`src/rtl/opfwd_pkg.sv`:
```
package opfwd_pkg;

    // Producers, youngest first: index 0 is execute, index 1 is access.
    localparam int unsigned NUM_PROD = 2;

    typedef enum logic [1:0] {
        SRC_RF   = 2'd0,
        SRC_EX   = 2'd1,
        SRC_ACC  = 2'd2,
        SRC_ZERO = 2'd3
    } opnd_src_e;

endpackage

```
`src/rtl/opfwd_match.sv`:
```
module opfwd_match #(
    parameter int unsigned IDX_W = 5
) (
    input  logic             prod_vld,
    input  logic             prod_wr,
    input  logic [IDX_W-1:0] prod_dst,
    input  logic [IDX_W-1:0] src_idx,
    output logic             hit
);

    logic idx_eq;
    logic src_nonzero;

    always_comb begin
        idx_eq      = (prod_dst == src_idx);
        src_nonzero = |src_idx;
        hit         = prod_vld & prod_wr & idx_eq & src_nonzero;
    end

endmodule

```
`src/rtl/opfwd_lane.sv`:
```
module opfwd_lane
    import opfwd_pkg::*;
#(
    parameter int unsigned XLEN  = 32,
    parameter int unsigned IDX_W = 5
) (
    input  logic                      clk,
    input  logic                      rst_n,
    input  logic                      hold,
    input  logic [IDX_W-1:0]          src_idx,
    input  logic [XLEN-1:0]           rf_data,
    input  logic [NUM_PROD-1:0]       prod_vld,
    input  logic [NUM_PROD-1:0]       prod_wr,
    input  logic [IDX_W-1:0]          prod_dst  [NUM_PROD],
    input  logic [XLEN-1:0]           prod_data [NUM_PROD],
    output logic [XLEN-1:0]           opnd_q,
    output opnd_src_e                 src_q
);

    typedef struct packed {
        logic [XLEN-1:0] opnd;
        opnd_src_e       src;
    } lane_state_t;

    lane_state_t state_d, state_q;
    logic [NUM_PROD-1:0] hit;

    for (genvar p = 0; p < NUM_PROD; p++) begin : g_match
        opfwd_match #(
            .IDX_W(IDX_W)
        ) u_match (
            .prod_vld (prod_vld[p]),
            .prod_wr  (prod_wr[p]),
            .prod_dst (prod_dst[p]),
            .src_idx  (src_idx),
            .hit      (hit[p])
        );
    end

    always_comb begin
        state_d = state_q;
        if (!hold) begin
            state_d.opnd = rf_data;
            state_d.src  = SRC_RF;
            // Walk from oldest to youngest so the youngest match wins.
            for (int p = NUM_PROD - 1; p >= 0; p--) begin
                if (hit[p]) begin
                    state_d.opnd = prod_data[p];
                    state_d.src  = opnd_src_e'(2'(p + 1));
                end
            end
            if (src_idx == '0) begin
                state_d.opnd = '0;
                state_d.src  = SRC_ZERO;
            end
        end
    end

    always_ff @(posedge clk) begin
        if (!rst_n) begin
            state_q <= '0;
        end else begin
            state_q <= state_d;
        end
    end

    assign opnd_q = state_q.opnd;
    assign src_q  = state_q.src;

    // Execute match takes the ALU result, even when access also matches.
    assert_ex_wins_R4: assert property (@(posedge clk) disable iff (!rst_n)
        $past(rst_n && !hold && src_idx != '0 && prod_vld[0] && prod_wr[0]
              && prod_dst[0] == src_idx)
        |-> (opnd_q == $past(prod_data[0]) && src_q == SRC_EX));

    // Access-only match takes the access output.
    assert_acc_pick_R3: assert property (@(posedge clk) disable iff (!rst_n)
        $past(rst_n && !hold && src_idx != '0
              && !(prod_vld[0] && prod_wr[0] && prod_dst[0] == src_idx)
              && prod_vld[1] && prod_wr[1] && prod_dst[1] == src_idx)
        |-> (opnd_q == $past(prod_data[1]) && src_q == SRC_ACC));

    // With no enabled producer, the register file supplies the operand.
    assert_rf_fallback_R6: assert property (@(posedge clk) disable iff (!rst_n)
        $past(rst_n && !hold && src_idx != '0
              && !(prod_vld[0] && prod_wr[0]) && !(prod_vld[1] && prod_wr[1]))
        |-> (opnd_q == $past(rf_data) && src_q == SRC_RF));

    assert_zero_reg_R7: assert property (@(posedge clk) disable iff (!rst_n)
        $past(rst_n && !hold && src_idx == '0)
        |-> (opnd_q == '0 && src_q == SRC_ZERO));

    assert_hold_R8: assert property (@(posedge clk) disable iff (!rst_n)
        $past(rst_n && hold) |-> ($stable(opnd_q) && $stable(src_q)));

endmodule

```
`src/rtl/opfwd_sel.sv`:
```
module opfwd_sel
    import opfwd_pkg::*;
#(
    parameter int unsigned XLEN     = 32,
    parameter int unsigned NUM_REGS = 32,
    localparam int unsigned IDX_W   = $clog2(NUM_REGS)
) (
    input  logic             clk,
    input  logic             rst_n,
    input  logic             dec_hold,
    input  logic [IDX_W-1:0] src_a_idx,
    input  logic [IDX_W-1:0] src_b_idx,
    input  logic [XLEN-1:0]  rf_a_data,
    input  logic [XLEN-1:0]  rf_b_data,
    input  logic             ex_vld,
    input  logic             ex_wr,
    input  logic [IDX_W-1:0] ex_dst,
    input  logic [XLEN-1:0]  ex_result,
    input  logic             acc_vld,
    input  logic             acc_wr,
    input  logic [IDX_W-1:0] acc_dst,
    input  logic [XLEN-1:0]  acc_result,
    output logic [XLEN-1:0]  alu_in_a,
    output logic [XLEN-1:0]  alu_in_b,
    output logic [1:0]       alu_src_a,
    output logic [1:0]       alu_src_b
);

    localparam int unsigned NUM_LANES = 2;

    logic [NUM_PROD-1:0] prod_vld;
    logic [NUM_PROD-1:0] prod_wr;
    logic [IDX_W-1:0]    prod_dst  [NUM_PROD];
    logic [XLEN-1:0]     prod_data [NUM_PROD];

    logic [IDX_W-1:0]    lane_idx  [NUM_LANES];
    logic [XLEN-1:0]     lane_rf   [NUM_LANES];
    logic [XLEN-1:0]     lane_opnd [NUM_LANES];
    opnd_src_e           lane_src  [NUM_LANES];

    always_comb begin
        prod_vld     = {acc_vld, ex_vld};
        prod_wr      = {acc_wr,  ex_wr};
        prod_dst[0]  = ex_dst;
        prod_dst[1]  = acc_dst;
        prod_data[0] = ex_result;
        prod_data[1] = acc_result;
        lane_idx[0]  = src_a_idx;
        lane_idx[1]  = src_b_idx;
        lane_rf[0]   = rf_a_data;
        lane_rf[1]   = rf_b_data;
    end

    for (genvar l = 0; l < NUM_LANES; l++) begin : g_lane
        opfwd_lane #(
            .XLEN  (XLEN),
            .IDX_W (IDX_W)
        ) u_lane (
            .clk       (clk),
            .rst_n     (rst_n),
            .hold      (dec_hold),
            .src_idx   (lane_idx[l]),
            .rf_data   (lane_rf[l]),
            .prod_vld  (prod_vld),
            .prod_wr   (prod_wr),
            .prod_dst  (prod_dst),
            .prod_data (prod_data),
            .opnd_q    (lane_opnd[l]),
            .src_q     (lane_src[l])
        );
    end

    assign alu_in_a  = lane_opnd[0];
    assign alu_in_b  = lane_opnd[1];
    assign alu_src_a = lane_src[0];
    assign alu_src_b = lane_src[1];

endmodule

```
`config.mk`:
```
export PLATFORM = sky130hd
export DESIGN_NAME = opfwd_sel
export DESIGN_NICKNAME = d
export VERILOG_FILES = /design/src/rtl/opfwd_pkg.sv /design/src/rtl/opfwd_match.sv /design/src/rtl/opfwd_lane.sv /design/src/rtl/opfwd_sel.sv
export SDC_FILE = /design/constraint.sdc
export NUM_CORES = 1
export LEC_CHECK = 0
export CAP_MARGIN = 30
export CORE_MARGIN = 2
export CORE_UTILIZATION = 41
export CTS_CLUSTER_SIZE = 30
export DETAILED_ROUTE_END_ITERATION = 8
export PLACE_DENSITY = 0.82
export SYNTH_ARGS = -nofsm -noshare
export SYNTH_HDL_FRONTEND = slang
export SYNTH_SLANG_ARGS = --single-unit
```
`constraint.sdc`:
```
create_clock -name clk -period 2.9 [get_ports clk]
set_input_delay 0.87 -clock clk [delete_from_list [all_inputs] [get_ports clk]]
set_output_delay 0.87 -clock clk [all_outputs]
set_load 0.005 [all_outputs]
```
==> impl_metrics.yaml <==
route:
  wl_per_cell_um: 19.19
  viasPerCell: 5.763
  ant_nets: 0
  first_pass_iters: 5
  first_iter_violations: 254
  drc: 0
  vias: 5106
  wirelength_um: 17000
worst_setup_path:
  worstPathMaxFanout: 4
  cp-start-kind: "primary input"
  crit_type: "primary input to flip-flop"
  worstPathArrival_ns: 2.87
  cp_data_required_time_ns: 3.13
  end_kind: "flip-flop"
worst_hold_path:
  hp-class: "flip-flop to flip-flop"
logic_synthesis:
  yosysMostFrequentCell: "nand2_1"
  syn_area_per_cell_um2: 8.391
  synth-seq-area-share_pct: 31.14
  syn_nets: 676
  synth-seq-cells: 68
  ys.flop_type: "dfxtp_1"
  syn_area_mm2: 0.004372
  synth_area_leaders: "dfxtp_1 31%, a221oi_2 11%, o31ai_2 9.2%"
  synth_area_leader_cell: "dfxtp_1"
  synth_edf_count: 0
  netlist_instances: 521
  synthArstFlopShare_pct: 0
  synth_common_cells: "97 x nand2_1, 68 x dfxtp_1, 41 x nor2_1"
  yosysWarnings: 0
  synth_top_area_share_pct: 31.14
  post_synth_num_cell_types: 34
cells_and_area:
  n_antenna_cell: 0
  fin_nets: 900
  syn_to_final_growth_pct: 63.59
  fin_area_mm2: 0.007152
  utilization_pct: 69.28
  drive_above_1_share_pct: 17.87
  layout.cells.non_filler: 886
run:
  maxCapViolCount: 0
floorplan:
  die_h_um: 107.3
  dieArea_mm2: 0.01150
  initial_core_util_pct: 42.35
  coreArea_mm2: 0.01032
  fp.dieW_um: 107.3
  pin_count: 223
  rows: 37
placement:
  place_inst: 870
  io_buffers: 222
  placed_area_mm2: 0.006949
  place_hpwl_um: 12650
  gp_congestion: 0.9052
clocking:
  clock-root-buffer: "clkbuf_8"
  numCtsBuffers: 9
  insertion_delay_ns: 0.34
  cts-resized-gates: 0
  tritoncts: "built"
  cts.sinks: 68
  cts_hold_buf: 0
  postCtsSetupBuffers: 0
  clockBufferDepth: 2
  htreeDepth: 3
  clk_pin_slew_ns: 0.08
global_route:
  globalRouteOverflowTotal: 0
  first_global_vias: 5437
  grt_max_degree: 65
  antenna_found_initial: 0
  track_usage_pct: 29.51
  grt_pass1_wl_um: 26710
sta:
  slew_headroom_pct: 59.73
  clock.fmax_ghz: 0.3791
  period_needed_ns: 2.638
  min_period_over_period_pct: 90.96
  rsz0062_at_grt: "no"
  slew_viol_final: 0
  worst_pin_slew_ns: 0.6026
  setup_viol: 0
  fin_skew_ns: 0
  final_hold_viol_count: 0
power_and_ir_drop:
  peakVddDrop_uv: 283.4
  p_leak_nw: 2.659
  powerDensity_mw_per_mm2: 358.1
status:
  status: "completed"
[layer usage]
metal  part of all wire [%]  track usage (%)  vias up
li1                       -                -     2366
met1                     39            34.89     2361
met2                     49            49.95      324
met3                    9.7            7.869       55
met4                    2.9            13.08        0
met5                      0                0        -
[placed cells by master (no fill, tap or decap)]
master and n:
a221oi_2 32, buf_12 12, clkinv_2 2, inv_1 1, a221oi_1 4, clkbuf_8 11, xnor2_1 16, xor2_1 4
clkbuf_1 1, a21oi_1 32, nor3_4 2, and2_1 1, nand2_2 1, o21ai_0 4, or3_1 1, nor3_1 28
dfxtp_1 68, nand4_1 1, clkinvlp_4 1, or4_4 4, o21a_1 28, and2_2 1, bufinv_16 1, clkdlybuf4s50_1 222
o211ai_2 2, buf_4 29, nor2_4 1, o31ai_1 4, a31oi_1 28, nor2_1 40, o31ai_2 32, nand2_1 96
nor3_2 1, and3_1 32, o211ai_1 1, nand3_1 4, or2_2 2
[registers in the layout (all words and copies together) (netlist names)]
name / cells
g_lane.u_lane.opnd_q: 64
g_lane.u_lane.src_q: 4
[critical path, cell delays in order]
cell	delay (ns)
clkdlybuf4s50_1	0.47
or4_4	0.56
o211ai_2	0.18
buf_4	0.15
nor3_4	0.06
buf_4	0.16
a221oi_2	0.32
o31ai_2	0.10
[worst paths after layout]
kind,start,to,slack (ns),depth (start not counted)
worst max-delay path,src_a_idx[1],g_lane[0].u_lane.opnd_q[5]$_SDFFE_PN0N_,0.26,8
worst min-delay path,g_lane[0].u_lane.opnd_q[30]$_SDFFE_PN0N_,g_lane[0].u_lane.opnd_q[30]$_SDFFE_PN0N_,0.46,2
worst max register to register,g_lane[1].u_lane.opnd_q[5]$_SDFFE_PN0N_,g_lane[1].u_lane.opnd_q[5]$_SDFFE_PN0N_,2.13,3
worst min register to register,g_lane[0].u_lane.opnd_q[30]$_SDFFE_PN0N_,g_lane[0].u_lane.opnd_q[30]$_SDFFE_PN0N_,0.46,2
[kinds of logic (layout without fill, tap and decap cells)]
logic type / count (synthesis) / count (layout) / synth area share (%)
AOI/OAI and AO/OA: 167 / 167 / 35.32
xor gates and xnor gates: 20 / 20 / 4.007
buffers and inverters: 51 / 280 / 6.840
DFF: 68 / 68 / 31.14
and+or+nand+nor: 215 / 215 / 22.70
[area by class of cell]
type                    count  area [µm²]
clock buffers              12       155.1
clock inverters             4       47.55
fillers                   792        3172
inverters                   1       3.754
multi-input cells         402        2734
flip-flops and latches     68        1361
well taps                 136       170.2
repair buffers            263        2680
[metrics by stage]
| step | setup WS [ns] | setup TNS, ns | power (mW) | hold slack [ns] |
|---|---|---|---|---|
| after detailed placement | -0.06591 | -1.025 | 1.757 | 0.4415 |
| final | 0.2623 | 0 | 2.561 | 0.4572 |
| after floorplan | 0.5491 | 0 | 1.303 | 0.4495 |
| after global placement | -0.02103 | -0.04797 | 1.743 | 0.4409 |
| after CTS | 0.3019 | 0 | 2.570 | 0.4579 |
| after global routing | 0.2145 | 0 | 2.668 | 0.4892 |
[where the power goes]
group	internal, mW	switching (mW)	total [mW]
combinational	0.435	0.284	0.719
sequential	0.991	0.0342	1.02
clock	0.442	0.375	0.817
Note: power is estimated with default switching activity, not from simulation.
